===== config.mk =====
export PLATFORM = sky130hd
export DESIGN_NAME = bt656_hvf_gen
export DESIGN_NICKNAME = d
export VERILOG_FILES = /design/src/rtl/bt656_tim_pkg.sv /design/src/rtl/tim_hseq.sv /design/src/rtl/tim_line_ctr.sv /design/src/rtl/tim_vf_decode.sv /design/src/rtl/bt656_hvf_gen.sv
export SDC_FILE = /design/constraint.sdc
export NUM_CORES = 1
export LEC_CHECK = 0
export BUFFER_PORTS_ARGS = -buffer_cell sky130_fd_sc_hd__buf_4
export CAP_MARGIN = 15
export CORE_UTILIZATION = 40
export CTS_CLUSTER_DIAMETER = 100
export CTS_CLUSTER_SIZE = 12
export DETAILED_ROUTE_END_ITERATION = 16
export GPL_TIMING_DRIVEN = 0
export PLACE_DENSITY = 0.69
export SETUP_SLACK_MARGIN = 0.15
export SLEW_MARGIN = 0
export SYNTH_ARGS = -nofsm -noshare
export SYNTH_HDL_FRONTEND = slang
export SYNTH_SLANG_ARGS = --single-unit

===== constraint.sdc =====
create_clock -name clk -period 8.3 [get_ports clk]
set_clock_uncertainty 0.15 [all_clocks]
set_input_delay 0.83 -clock clk [delete_from_list [all_inputs] [get_ports clk]]
set_output_delay 0.83 -clock clk [all_outputs]
set_load 0.01 [all_outputs]

===== src/rtl/bt656_tim_pkg.sv =====
package bt656_tim_pkg;

    localparam int LINE_W = 10;

    localparam logic [LINE_W-1:0] LINES_525 = 10'd525;
    localparam logic [LINE_W-1:0] LINES_625 = 10'd625;

    localparam logic [2:0] MODE_MASTER = 3'b001;

    typedef enum logic [1:0] {
        SEG_EAV    = 2'd0,
        SEG_HBLANK = 2'd1,
        SEG_SAV    = 2'd2,
        SEG_ACTIVE = 2'd3
    } seg_e;

endpackage


===== src/rtl/tim_hseq.sv =====
module tim_hseq
    import bt656_tim_pkg::*;
#(
    parameter int ACTIVE_CLKS = 1440,
    parameter int REF_CLKS    = 4,
    parameter int BLANK_525   = 268,
    parameter int BLANK_625   = 280
) (
    input  logic clk,
    input  logic rst,
    input  logic run,
    input  logic std625,
    output logic h_flag,
    output logic eol
);

    localparam int MAX_BLANK = (BLANK_625 > BLANK_525) ? BLANK_625 : BLANK_525;
    localparam int MAX_A     = (ACTIVE_CLKS > REF_CLKS) ? ACTIVE_CLKS : REF_CLKS;
    localparam int MAX_SEG   = (MAX_A > MAX_BLANK) ? MAX_A : MAX_BLANK;
    localparam int CW        = $clog2(MAX_SEG + 1);

    localparam logic [CW-1:0] LEN_REF  = CW'(REF_CLKS);
    localparam logic [CW-1:0] LEN_ACT  = CW'(ACTIVE_CLKS);
    localparam logic [CW-1:0] LEN_B525 = CW'(BLANK_525);
    localparam logic [CW-1:0] LEN_B625 = CW'(BLANK_625);

    seg_e          state;
    seg_e          state_nx;
    logic [CW-1:0] seg_cnt;
    logic [CW-1:0] seg_len;
    logic          seg_last;

    always_comb begin
        unique case (state)
            SEG_EAV:    seg_len = LEN_REF;
            SEG_HBLANK: seg_len = std625 ? LEN_B625 : LEN_B525;
            SEG_SAV:    seg_len = LEN_REF;
            SEG_ACTIVE: seg_len = LEN_ACT;
            default:    seg_len = LEN_REF;
        endcase
    end

    assign seg_last = (seg_cnt >= (seg_len - 1'b1));

    always_comb begin
        state_nx = state;
        if (seg_last) begin
            unique case (state)
                SEG_EAV:    state_nx = SEG_HBLANK;
                SEG_HBLANK: state_nx = SEG_SAV;
                SEG_SAV:    state_nx = SEG_ACTIVE;
                SEG_ACTIVE: state_nx = SEG_EAV;
                default:    state_nx = SEG_EAV;
            endcase
        end
    end

    // state register
    always_ff @(posedge clk) begin
        if (rst || !run) begin
            state   <= SEG_EAV;
            seg_cnt <= '0;
        end else begin
            state   <= state_nx;
            seg_cnt <= seg_last ? '0 : seg_cnt + 1'b1;
        end
    end

    // outputs
    always_comb begin
        h_flag = 1'b0;
        eol    = 1'b0;
        unique case (state)
            SEG_EAV:    h_flag = 1'b1;
            SEG_HBLANK: h_flag = 1'b1;
            SEG_SAV:    h_flag = 1'b0;
            SEG_ACTIVE: eol    = seg_last;
            default:    h_flag = 1'b0;
        endcase
    end

endmodule


===== src/rtl/tim_line_ctr.sv =====
module tim_line_ctr
    import bt656_tim_pkg::*;
(
    input  logic              clk,
    input  logic              rst,
    input  logic              run,
    input  logic              std625,
    input  logic              eol,
    output logic [LINE_W-1:0] line_q
);

    logic [LINE_W-1:0] last_line;

    assign last_line = std625 ? LINES_625 : LINES_525;

    always_ff @(posedge clk) begin
        if (rst || !run) begin
            line_q <= 10'd1;
        end else if (eol) begin
            line_q <= (line_q >= last_line) ? 10'd1 : line_q + 10'd1;
        end
    end

endmodule


===== src/rtl/tim_vf_decode.sv =====
module tim_vf_decode
    import bt656_tim_pkg::*;
(
    input  logic [LINE_W-1:0] line_q,
    input  logic              std625,
    output logic              v_flag,
    output logic              f_flag
);

    logic v525, f525, v625, f625;

    always_comb begin
        v525 = ((line_q >= 10'd1) && (line_q <= 10'd19)) ||
               ((line_q >= 10'd264) && (line_q <= 10'd282));
        f525 = (line_q <= 10'd3) || (line_q >= 10'd266);
        v625 = (line_q <= 10'd22) ||
               ((line_q >= 10'd311) && (line_q <= 10'd335)) ||
               (line_q >= 10'd624);
        f625 = (line_q >= 10'd313);
        v_flag = std625 ? v625 : v525;
        f_flag = std625 ? f625 : f525;
    end

endmodule


===== src/rtl/bt656_hvf_gen.sv =====
module bt656_hvf_gen
    import bt656_tim_pkg::*;
#(
    parameter int ACTIVE_CLKS = 1440,
    parameter int REF_CLKS    = 4,
    parameter int BLANK_525   = 268,
    parameter int BLANK_625   = 280
) (
    input  logic        clk,
    input  logic        rst,
    input  logic [2:0]  mode_sel,
    input  logic        std_625,
    output logic        hsync_h,
    output logic        blank_v,
    output logic        vsync_f,
    output logic [9:0]  line_num
);

    logic run;
    logic h_raw, v_raw, f_raw, eol;
    logic [LINE_W-1:0] line_q;

    assign run = (mode_sel == MODE_MASTER);

    tim_hseq #(
        .ACTIVE_CLKS (ACTIVE_CLKS),
        .REF_CLKS    (REF_CLKS),
        .BLANK_525   (BLANK_525),
        .BLANK_625   (BLANK_625)
    ) u_hseq (
        .clk    (clk),
        .rst    (rst),
        .run    (run),
        .std625 (std_625),
        .h_flag (h_raw),
        .eol    (eol)
    );

    tim_line_ctr u_line (
        .clk    (clk),
        .rst    (rst),
        .run    (run),
        .std625 (std_625),
        .eol    (eol),
        .line_q (line_q)
    );

    tim_vf_decode u_vf (
        .line_q (line_q),
        .std625 (std_625),
        .v_flag (v_raw),
        .f_flag (f_raw)
    );

    assign hsync_h  = run & h_raw;
    assign blank_v  = run & v_raw;
    assign vsync_f  = run & f_raw;
    assign line_num = line_q;

endmodule


==> metrics.txt, run 1 <==
Setup Fix Bufs, Post-CTS=0; Max Fclk=310 MHz; Yosys reg bits=23; Primary FF master, synth=dfxtp_1; drt pass-1 iters=4; post-CTS sizing=0; Mean Syn Cell Area=7.99 sq um; initial antenna violation count=0; Synth Cell Area=1770 sq um; io pins=19; Hold Startpoint=u_hseq.seg_cnt[0]; # H-tree levels=1; CP arrival=3.29 ns; Total GRT Usage=0.194; Post-DRT Antenna Nets=0; Seq/Total Area, Yosys=0.260; FP Rows=23; diode count=0; cell area power density=95.9 nW/um^2; min Tclk post-route=3.23 ns; vias in the first global route=1493; NumNets Final=276; crit path cell chain=inv_1, ha_1, nor3_1, nand2_1, xor2_1, ha_1, o21ai_0, nor2_1, o311ai_1, a2bb2oi_1, mux2_2, nand2_1; number of port buffers=18; pin count of the biggest net entering global routing=15; vias per cell=5.73; Via Count=1685; DRT met1 WL=2.13 mm; Max stage delay on crit path=0.45 ns; Rel. slew slack=0.541; die height=68.6 microns; CP max-delay cell=o311ai_1; CTS hold repair buffers=0; commonest non-fill, non-tap cell in the layout=nor2_1; max_cap viols=0; worst-skew pair later-pin latency=0.27 ns; Required @ worst endpoint=8.36 ns; status=finished clean; initial drt markers=152; Cells after Synth=222; Hold Vio Cnt, Final=0; Slew Viols, Final=0; endpoints failing setup=0; met2 routed wirelength=1.84 mm; DRT Wirelength=4.19 mm; Leak=0.865 nW; Root Buffer=clkbuf_8; DR WL met3=187 microns; Max Used Layer=met4; Post-synth ARST share=0; commonest cells after routing, fill and taps aside=29 x nor2_1, 25 x ha_1, 23 x nand2_1, 23 x dfxtp_1, 18 x buf_4; reg-to-reg critical path startpoint=u_hseq.state[0]; WS Path Type=register to register; Clock Sink Count=23; final worst path period share=0.389; setup tns final=0 ns; worst vdd ir=86.2 uV; Net Count, Synth=253; Area Overhead vs Synth=13.9%; CP Launch Type=register; CTS clk-pin slew, worst paths=0.10 ns; Worst-Margin Slew=0.685 ns; Die Width=68.6 microns; Post-synth EDFFs=0; cts bufs inserted=3; Reg2Reg Setup Slack=5.07 ns; DR WL/cell=14.3 microns; Core Area=4120 sq um; CTS max path bufs=2; Final Core Density=0.491; first-pass GRT wire length=6.85 mm; CP startpoint=u_hseq.state[0]; share of cells above drive strength 1=0.139; CP max FO=6; YS warnings=0; number of library cell types mapped by synthesis=49; Starting Density=0.431; Final GP Congestion=0.803; die area=4710 sq um; RSZ-0062 raised after global routing=no; HP Class=register to register; Final HPWL DP=3.11 mm; Worst setup EP type=register; GR Overflow Total=0; CTS tree=yes; DRC=0
-- registers in the layout (all words and copies together), names as in the netlist --
| signal | count |
|---|---|
| u_hseq.seg_cnt | 11 |
| u_hseq.state | 2 |
| u_line.line_q | 10 |
-- through the flow --
stage               worst slack (ns)  total power [mW]  instance area [sq um]  hold slack (ns)  std cells
global route                    4.77             0.200                   2020            0.409        294
global placement                5.22             0.121                   1970            0.350        290
CTS                             5.11             0.194                   2020            0.381        294
detailed placement              5.16             0.122                   1970            0.359        290
finish                          5.07             0.194                   2020            0.386        294
floorplan                       5.46             0.117                   1770            0.315        222
-- layout make-up --
cell class | count | area, sq um
plain buffers | 8 | 35.0
repair buffers | 18 | 135
inverters | 8 | 30.0
fillers | 415 | 2090
flip-flops and latches | 23 | 460
well taps | 50 | 62.6
clock buffers | 3 | 41.3
multi-input cells | 183 | 1250
clock inverters | 1 | 7.51
-- path summary, 6_finish.rpt --
kind,end,cells after the start
worst max-delay path,u_line.line_q[0],12
worst min-delay path,u_hseq.seg_cnt[0],1
worst max register to register,u_line.line_q[0],12
worst min register to register,u_hseq.seg_cnt[0],1
-- worst max-delay path, delay by kind of cell (launching register included) --
family	cells	cell delay, ns
buffers and inverters	1	0.11
XOR/XNOR	1	0.16
AND/OR/NAND/NOR	4	0.56
AO/OA/AOI/OAI	3	0.90
multiplexers	1	0.32
adder cells (fa/ha/maj)	2	0.54
flip-flops	1	0.43
-- cell families after synthesis --
family | share of synthesized area
AOI/OAI and AO/OA | 0.202
xor gates and xnor gates | 0.0494
adders and majority gates | 0.176
buffers and inverters | 0.0367
DFF | 0.260
muxes | 0.0120
and+or+nand+nor | 0.264
-- metal layers --
metal | vias to the layer above | global-route usage
li1 | 857 | -
met1 | 784 | 0.268
met2 | 42 | 0.313
met3 | 2 | 0.0247
met4 | 0 | 0.0547
met5 | - | 0
-- Yosys cell counts (all sizes together) (5+ instances only) --
| library cell | n | area (sq um) |
|---|---|---|
| inv | 8 | 30.0 |
| nand3 | 7 | 35.0 |
| xor2 | 9 | 78.8 |
| a32o | 5 | 50.1 |
| nand2 | 24 | 92.6 |
| ha | 25 | 313 |
| nor3 | 8 | 45.0 |
| o21ai | 16 | 80.1 |
| nor2 | 29 | 109 |
| a21oi | 11 | 58.8 |
| and3 | 7 | 43.8 |
| a211oi | 5 | 37.5 |
| dfxtp | 23 | 460 |
-- report_power, final --
group          total (mW)  internal, mW  switching, mW
sequential          0.111         0.110       0.000261
combinational     0.00825       0.00363        0.00462
clock              0.0749        0.0340         0.0408
Note: power is estimated with default switching activity, not from simulation.
==> run 2, diff against run 1 <==
==> constraint.sdc (replaced) <==
create_clock -name clk -period 3.25 [get_ports clk]
set_clock_uncertainty 0.15 [all_clocks]
set_input_delay 0.325 -clock clk [delete_from_list [all_inputs] [get_ports clk]]
set_output_delay 0.325 -clock clk [all_outputs]
set_load 0.01 [all_outputs]
==> metrics.txt, run 2 (synthesized netlist as in run 1, its figures left out) <==
status=finished clean (unchanged); CP arrival=3.06 ns (was 3.29 ns); register area=468 sq um (was 460 sq um); DR WL/cell=14.4 microns (was 14.3 microns); pin count of the biggest net entering global routing=15 (unchanged); Core Area=4120 sq um (unchanged); vias in the first global route=1495 (was 1493); DRT Wirelength=4.24 mm (was 4.19 mm); worst setup slack after layout=0.234 ns (was 5.07 ns); Power Total=0.496 mW (was 0.194 mW); HP Class=input port to register (was register to register); CP max FO=5 (was 6); die height=68.6 microns (unchanged); cell area power density=238 nW/um^2 (was 95.9 nW/um^2); Starting Density=0.431 (unchanged); Placed Instances=290 (unchanged); Via Count=1670 (was 1685); CTS tree=yes (unchanged); drt pass-1 iters=4 (unchanged); die area=4710 sq um (unchanged); CTS max path bufs=2 (unchanged); NumNets Final=277 (was 276); commonest non-fill, non-tap cell in the layout=nor2_1 (unchanged); Leak=0.883 nW (was 0.865 nW); setup tns final=0 ns (unchanged); RSZ-0062 raised after global routing=yes (was no); area post-placement=1970 sq um (unchanged); Max stage delay on crit path=0.53 ns (was 0.45 ns); DRC=0 (unchanged); Area Overhead vs Synth=17.3% (was 13.9%); number of flip-flops in the largest register=11 (unchanged); Final Core Density=0.506 (was 0.491); cts bufs inserted=3 (unchanged); initial antenna violation count=0 (unchanged); diode count=0 (unchanged); initial drt markers=138 (was 152); WS Path Type=register to register (unchanged); CTS hold repair buffers=0 (unchanged); Worst setup EP type=register (unchanged); # H-tree levels=1 (unchanged); vias per cell=5.66 (was 5.73); final worst path period share=0.928 (was 0.389); Required @ worst endpoint=3.30 ns (was 8.36 ns); CTS clk-pin slew, worst paths=0.10 ns (about the same); Post-DRT Antenna Nets=0 (unchanged); largest registers=u_hseq.seg_cnt: 11 flops, u_line.line_q: 10 flops, u_hseq.state: 2 flops (unchanged); Hold Vio Cnt, Final=0 (unchanged); fill count=411 (was 415); worst hold slack=0.278 ns (was 0.386 ns); Max Fclk=332 MHz (was 310 MHz); Worst-Margin Slew=0.751 ns (was 0.685 ns); Layout Cells excl Fill=295 (was 294); first-pass GRT wire length=6.85 mm (unchanged); crit path cell chain=inv_1, ha_2, nor3_2, nand2_1, xor2_1, ha_1, nand4_1, nor3_2, o311ai_2, and2_4, or4b_1, o22ai_2 (was inv_1, ha_1, nor3_1, nand2_1, xor2_1, ha_1, o21ai_0, nor2_1, o311ai_1, a2bb2oi_1, mux2_2, nand2_1); worst vdd ir=222 uV (was 86.2 uV); Slew Viols, Final=0 (unchanged); Largest Register=u_hseq.seg_cnt (unchanged); CP max-delay cell=or4b_1 (was o311ai_1); worst-skew pair later-pin latency=0.28 ns (was 0.27 ns); min Tclk post-route=3.02 ns (was 3.23 ns); Final HPWL DP=3.11 mm (unchanged); commonest cells after routing, fill and taps aside=27 x nor2_1, 23 x nand2_1, 22 x ha_1 (was 29 x nor2_1, 25 x ha_1, 23 x nand2_1, 23 x dfxtp_1, 18 x buf_4); FP Rows=23 (unchanged); endpoints failing setup=0 (unchanged); Reg2Reg Setup Slack=0.23 ns (was 5.07 ns); Total GRT Usage=0.194 (unchanged); Final Instance Area=2080 sq um (was 2020 sq um); max_cap viols=0 (unchanged); Final GP Congestion=0.803 (unchanged); Post-Place Worst Slack=0.105 ns (was 5.16 ns); number of port buffers=18 (unchanged); Clock Sink Count=23 (unchanged); CP delay by family, top=simple AND/OR/NAND/NOR gates (was compound AO/OA/AOI/OAI gates); Root Buffer=clkbuf_8 (unchanged); most frequent CP cell=nor3_2; Buffers & Inverters on Critical Path=1 (unchanged); Rel. slew slack=0.497 (was 0.541); multi-input logic area=1290 sq um (was 1250 sq um); Die Width=68.6 microns (unchanged); CP Launch Type=register (unchanged); io pins=19 (unchanged); GR Overflow Total=0 (unchanged); share of cells above drive strength 1=0.188 (was 0.139)
## run 2: layout make-up
cell class,count,share of cell area
plain buffers,8,0.0168
clock buffers,3,0.0198
clock inverters,1,0.00361
inverters,8,0.0144
multi-input cells,183,0.622
flip-flops and latches,23,0.225
well taps,50,0.0300
repair buffers,19,0.0685
## run 2: repair_timing
| item | 4_1_cts | 5_1_grt |
|---|---|---|
| pin swaps | 0 | 3 |
| setup endpoints to repair | 18 | 22 |
| buffers inserted | 0 | 1 |
| endpoints found under the hold margin | 0 | 0 |
| gates cloned | 0 | 0 |
| resized for setup | 3 | 13 |
## run 2: final timing paths
kind                             to  depth (start not counted)         startpoint
setup / recovery   u_line.line_q[8]                         12    u_hseq.state[1]
hold / removal     u_line.line_q[0]                          3                rst
setup reg to reg   u_line.line_q[8]                         12    u_hseq.state[1]
hold reg to reg   u_hseq.seg_cnt[0]                          1  u_hseq.seg_cnt[0]
## run 2: per-layer routing
layer	routed length [microns]	track usage
met5	0	0
met4	44	0.0547
met3	159	0.0247
met2	1810	0.313
met1	2220	0.268
## run 2: worst register-to-register path, stage by stage (launching register included)
cell and delay (ns):
dfxtp_4 0.38, inv_1 0.07, ha_2 0.20, nor3_2 0.21
nand2_1 0.09, xor2_1 0.15, ha_1 0.29, nand4_1 0.09
nor3_2 0.24, o311ai_2 0.18, and2_4 0.21, or4b_1 0.53
o22ai_2 0.12
## run 2: report_power, final
| part | switching [mW] | internal, mW | total, mW | leakage (nW) |
|---|---|---|---|---|
| logic | 0.0121 | 0.00942 | 0.0215 | 0.674 |
| registers | 0.000646 | 0.280 | 0.281 | 0.187 |
| clock network | 0.106 | 0.0871 | 0.194 | 0.0217 |
==> run 3, diff against run 2 <==
--- a/config.mk
+++ b/config.mk
@@ -5,14 +5,16 @@
 export SDC_FILE = /design/constraint.sdc
 export NUM_CORES = 1
 export LEC_CHECK = 0
-export BUFFER_PORTS_ARGS = -buffer_cell sky130_fd_sc_hd__buf_4
+export BUFFER_PORTS_ARGS = -buffer_cell sky130_fd_sc_hd__buf_2
 export CAP_MARGIN = 15
-export CORE_UTILIZATION = 40
+export CELL_PAD_IN_SITES_DETAIL_PLACEMENT = 1
+export CELL_PAD_IN_SITES_GLOBAL_PLACEMENT = 2
+export CORE_UTILIZATION = 35
 export CTS_CLUSTER_DIAMETER = 100
 export CTS_CLUSTER_SIZE = 12
 export DETAILED_ROUTE_END_ITERATION = 16
 export GPL_TIMING_DRIVEN = 0
-export PLACE_DENSITY = 0.69
+export PLACE_DENSITY = 0.91
 export SETUP_SLACK_MARGIN = 0.15
 export SLEW_MARGIN = 0
 export SYNTH_ARGS = -nofsm -noshare
==> metrics.txt, run 3 (synthesized netlist as in run 1, its figures left out) <==
status=finished clean (unchanged); vias per cell=5.43 (was 5.66); WS Path Type=register to register (unchanged); CP max FO=5 (unchanged); Starting Density=0.371 (was 0.431); die area=5360 sq um (was 4710 sq um); Max Fclk=330 MHz (was 332 MHz); worst vdd ir=196 uV (was 222 uV); Max Used Layer=met4 (unchanged); HP Class=input port to register (unchanged); initial antenna violation count=0 (unchanged); share of cells above drive strength 1=0.184 (was 0.188); GR Overflow Total=0 (unchanged); die height=73.2 microns (was 68.6 microns); number of port buffers=18 (unchanged); first-pass GRT wire length=7.94 mm (was 6.85 mm); clock power share=0.388 (was 0.390); Max stage delay on crit path=0.52 ns (was 0.53 ns); cell-internal power=0.374 mW (was 0.377 mW); final worst path period share=0.933 (was 0.928); cts bufs inserted=3 (unchanged); commonest cells after routing, fill and taps aside=28 x nor2_1, 23 x nand2_1, 22 x buf_2, 22 x ha_1, 21 x dfxtp_1 (was 27 x nor2_1, 23 x nand2_1, 22 x ha_1); DRT met1 WL=2.47 mm (was 2.22 mm); DR WL/cell=15.0 microns (was 14.4 microns); worst hold slack=0.294 ns (was 0.278 ns); Final Instance Area=2050 sq um (was 2080 sq um); Worst-Margin Slew=0.765 ns (was 0.751 ns); Largest Register=u_hseq.seg_cnt (unchanged); CP max-delay cell=or4b_1 (unchanged); cell area power density=239 nW/um^2 (was 238 nW/um^2); Core Area=4790 sq um (was 4120 sq um); CTS clk-pin slew, worst paths=0.10 ns (about the same); Required @ worst endpoint=3.29 ns (was 3.30 ns); DRT Wirelength=4.67 mm (was 4.24 mm); Net Sw Power=0.116 mW (was 0.119 mW); CTS max path bufs=2 (unchanged); Via Count=1688 (was 1670); # H-tree levels=1 (unchanged); Die Width=73.2 microns (was 68.6 microns); CP Launch Type=register (unchanged); area post-placement=1950 sq um (was 1970 sq um); endpoints failing setup=0 (unchanged); largest registers=u_hseq.seg_cnt: 11 flops, u_line.line_q: 10 flops, u_hseq.state: 2 flops (unchanged); setup tns final=0 ns (unchanged); Final HPWL DP=3.57 mm (was 3.11 mm); RSZ-0062 raised after global routing=yes (unchanged); Sw Share=0.237 (was 0.240); Total GRT Usage=0.192 (was 0.194); initial drt markers=101 (was 138); vias in the first global route=1695 (was 1495); max_cap viols=0 (unchanged); min Tclk post-route=3.03 ns (was 3.02 ns); drt pass-1 iters=4 (unchanged); Leak=0.868 nW (was 0.883 nW); Power Total=0.490 mW (was 0.496 mW); Final Core Density=0.429 (was 0.506); commonest non-fill, non-tap cell in the layout=nor2_1 (unchanged); Sequential Power Share=0.573 (was 0.566); worst-skew pair later-pin latency=0.28 ns (about the same); number of flip-flops in the largest register=11 (unchanged); FP Rows=25 (was 23); combinational fraction of design power=0.039 (was 0.043); pin count of the biggest net entering global routing=15 (unchanged); Buffers & Inverters on Critical Path=1 (unchanged); most frequent CP cell=nor2_1 (was nor3_2); Final GP Congestion=0.841 (was 0.803); Root Buffer=clkbuf_8 (unchanged); Area Overhead vs Synth=15.7% (was 17.3%); Slew Viols, Final=0 (unchanged); fill count=603 (was 411); DRC=0 (unchanged); diode count=0 (unchanged); io pins=19 (unchanged); Rel. slew slack=0.488 (was 0.497); Hold Vio Cnt, Final=0 (unchanged); met2 routed wirelength=2.07 mm (was 1.81 mm); NumNets Final=276 (was 277); CTS tree=yes (unchanged); Post-DRT Antenna Nets=0 (unchanged); Reg2Reg Setup Slack=0.22 ns (was 0.23 ns); CP arrival=3.07 ns (was 3.06 ns); Worst setup EP type=register (unchanged); Clock Sink Count=23 (unchanged); DR WL met3=94 microns (was 159 microns); CP delay by family, top=simple AND/OR/NAND/NOR gates (unchanged); crit path cell chain=inv_1, ha_2, nor2_1, nor2_1, or3_1, ha_1, nand2_1, nor2_2, o311ai_2, and2_4, or4b_1, o22ai_2 (was inv_1, ha_2, nor3_2, nand2_1, xor2_1, ha_1, nand4_1, nor3_2, o311ai_2, and2_4, or4b_1, o22ai_2)
==> run 3: cell types whose count changed in the layout (fill, tap and decap cells not counted), sizes merged <==
| cell | previous run | this run |
|---|---|---|
| buf | 23 | 22 |
==> run 3: final cells by class <==
| cell class | instances | area [sq um] | share of cell area |
|---|---|---|---|
| plain buffers | 8 | 35.0 | 0.0171 |
| clock buffers | 3 | 41.3 | 0.0201 |
| clock inverters | 1 | 7.51 | 0.00366 |
| inverters | 8 | 30.0 | 0.0146 |
| multi-input cells | 183 | 1300 | 0.632 |
| flip-flops and latches | 23 | 468 | 0.228 |
| well taps | 67 | 83.8 | 0.0408 |
| repair buffers | 18 | 90.1 | 0.0439 |
==> run 3: repair_timing <==
item	in CTS	in global routing
pin swaps	0	2
buffers inserted	0	0
resized for setup	7	9
endpoints found under the setup margin	22	22
hold buffers	0	0
==> run 3: power by group through the flow <==
stage | Combinational, mW | Sequential [mW] | Clock [mW]
global route | 0.0210 | 0.281 | 0.201
finish | 0.0190 | 0.281 | 0.190
CTS | 0.0194 | 0.283 | 0.196
global placement | 0.0187 | 0.289 | 0
floorplan | 0.0104 | 0.289 | 0
detailed placement | 0.0192 | 0.289 | 0
==> run 3: stage by stage <==
step	setup WS (ns)	cells
after floorplan	0.414	222
after global placement	0.0843	307
after detailed placement	0.0270	307
after CTS	0.158	311
after global routing	0.0746	311
final	0.218	311
==> run 3: path summary, 6_finish.rpt <==
kind | startpoint | endpoint | cells after the start
min | rst | u_line.line_q[0] | 3
max | u_hseq.state[0] | u_line.line_q[8] | 12
max reg2reg | u_hseq.state[0] | u_line.line_q[8] | 12
min reg2reg | u_hseq.seg_cnt[0] | u_hseq.seg_cnt[0] | 1
==> run 3: layer usage <==
| metal | GRT usage | vias to the layer above |
|---|---|---|
| met5 | 0 | - |
| met4 | 0.0479 | 0 |
| met3 | 0.0207 | 4 |
| met2 | 0.316 | 21 |
| met1 | 0.266 | 807 |
| li1 | - | 856 |
==> run 3: worst min-delay path, delay by kind of cell <==
kind                   cells  cell delay [ns]
buffers and inverters      1             0.09
and+or+nand+nor            2             0.27
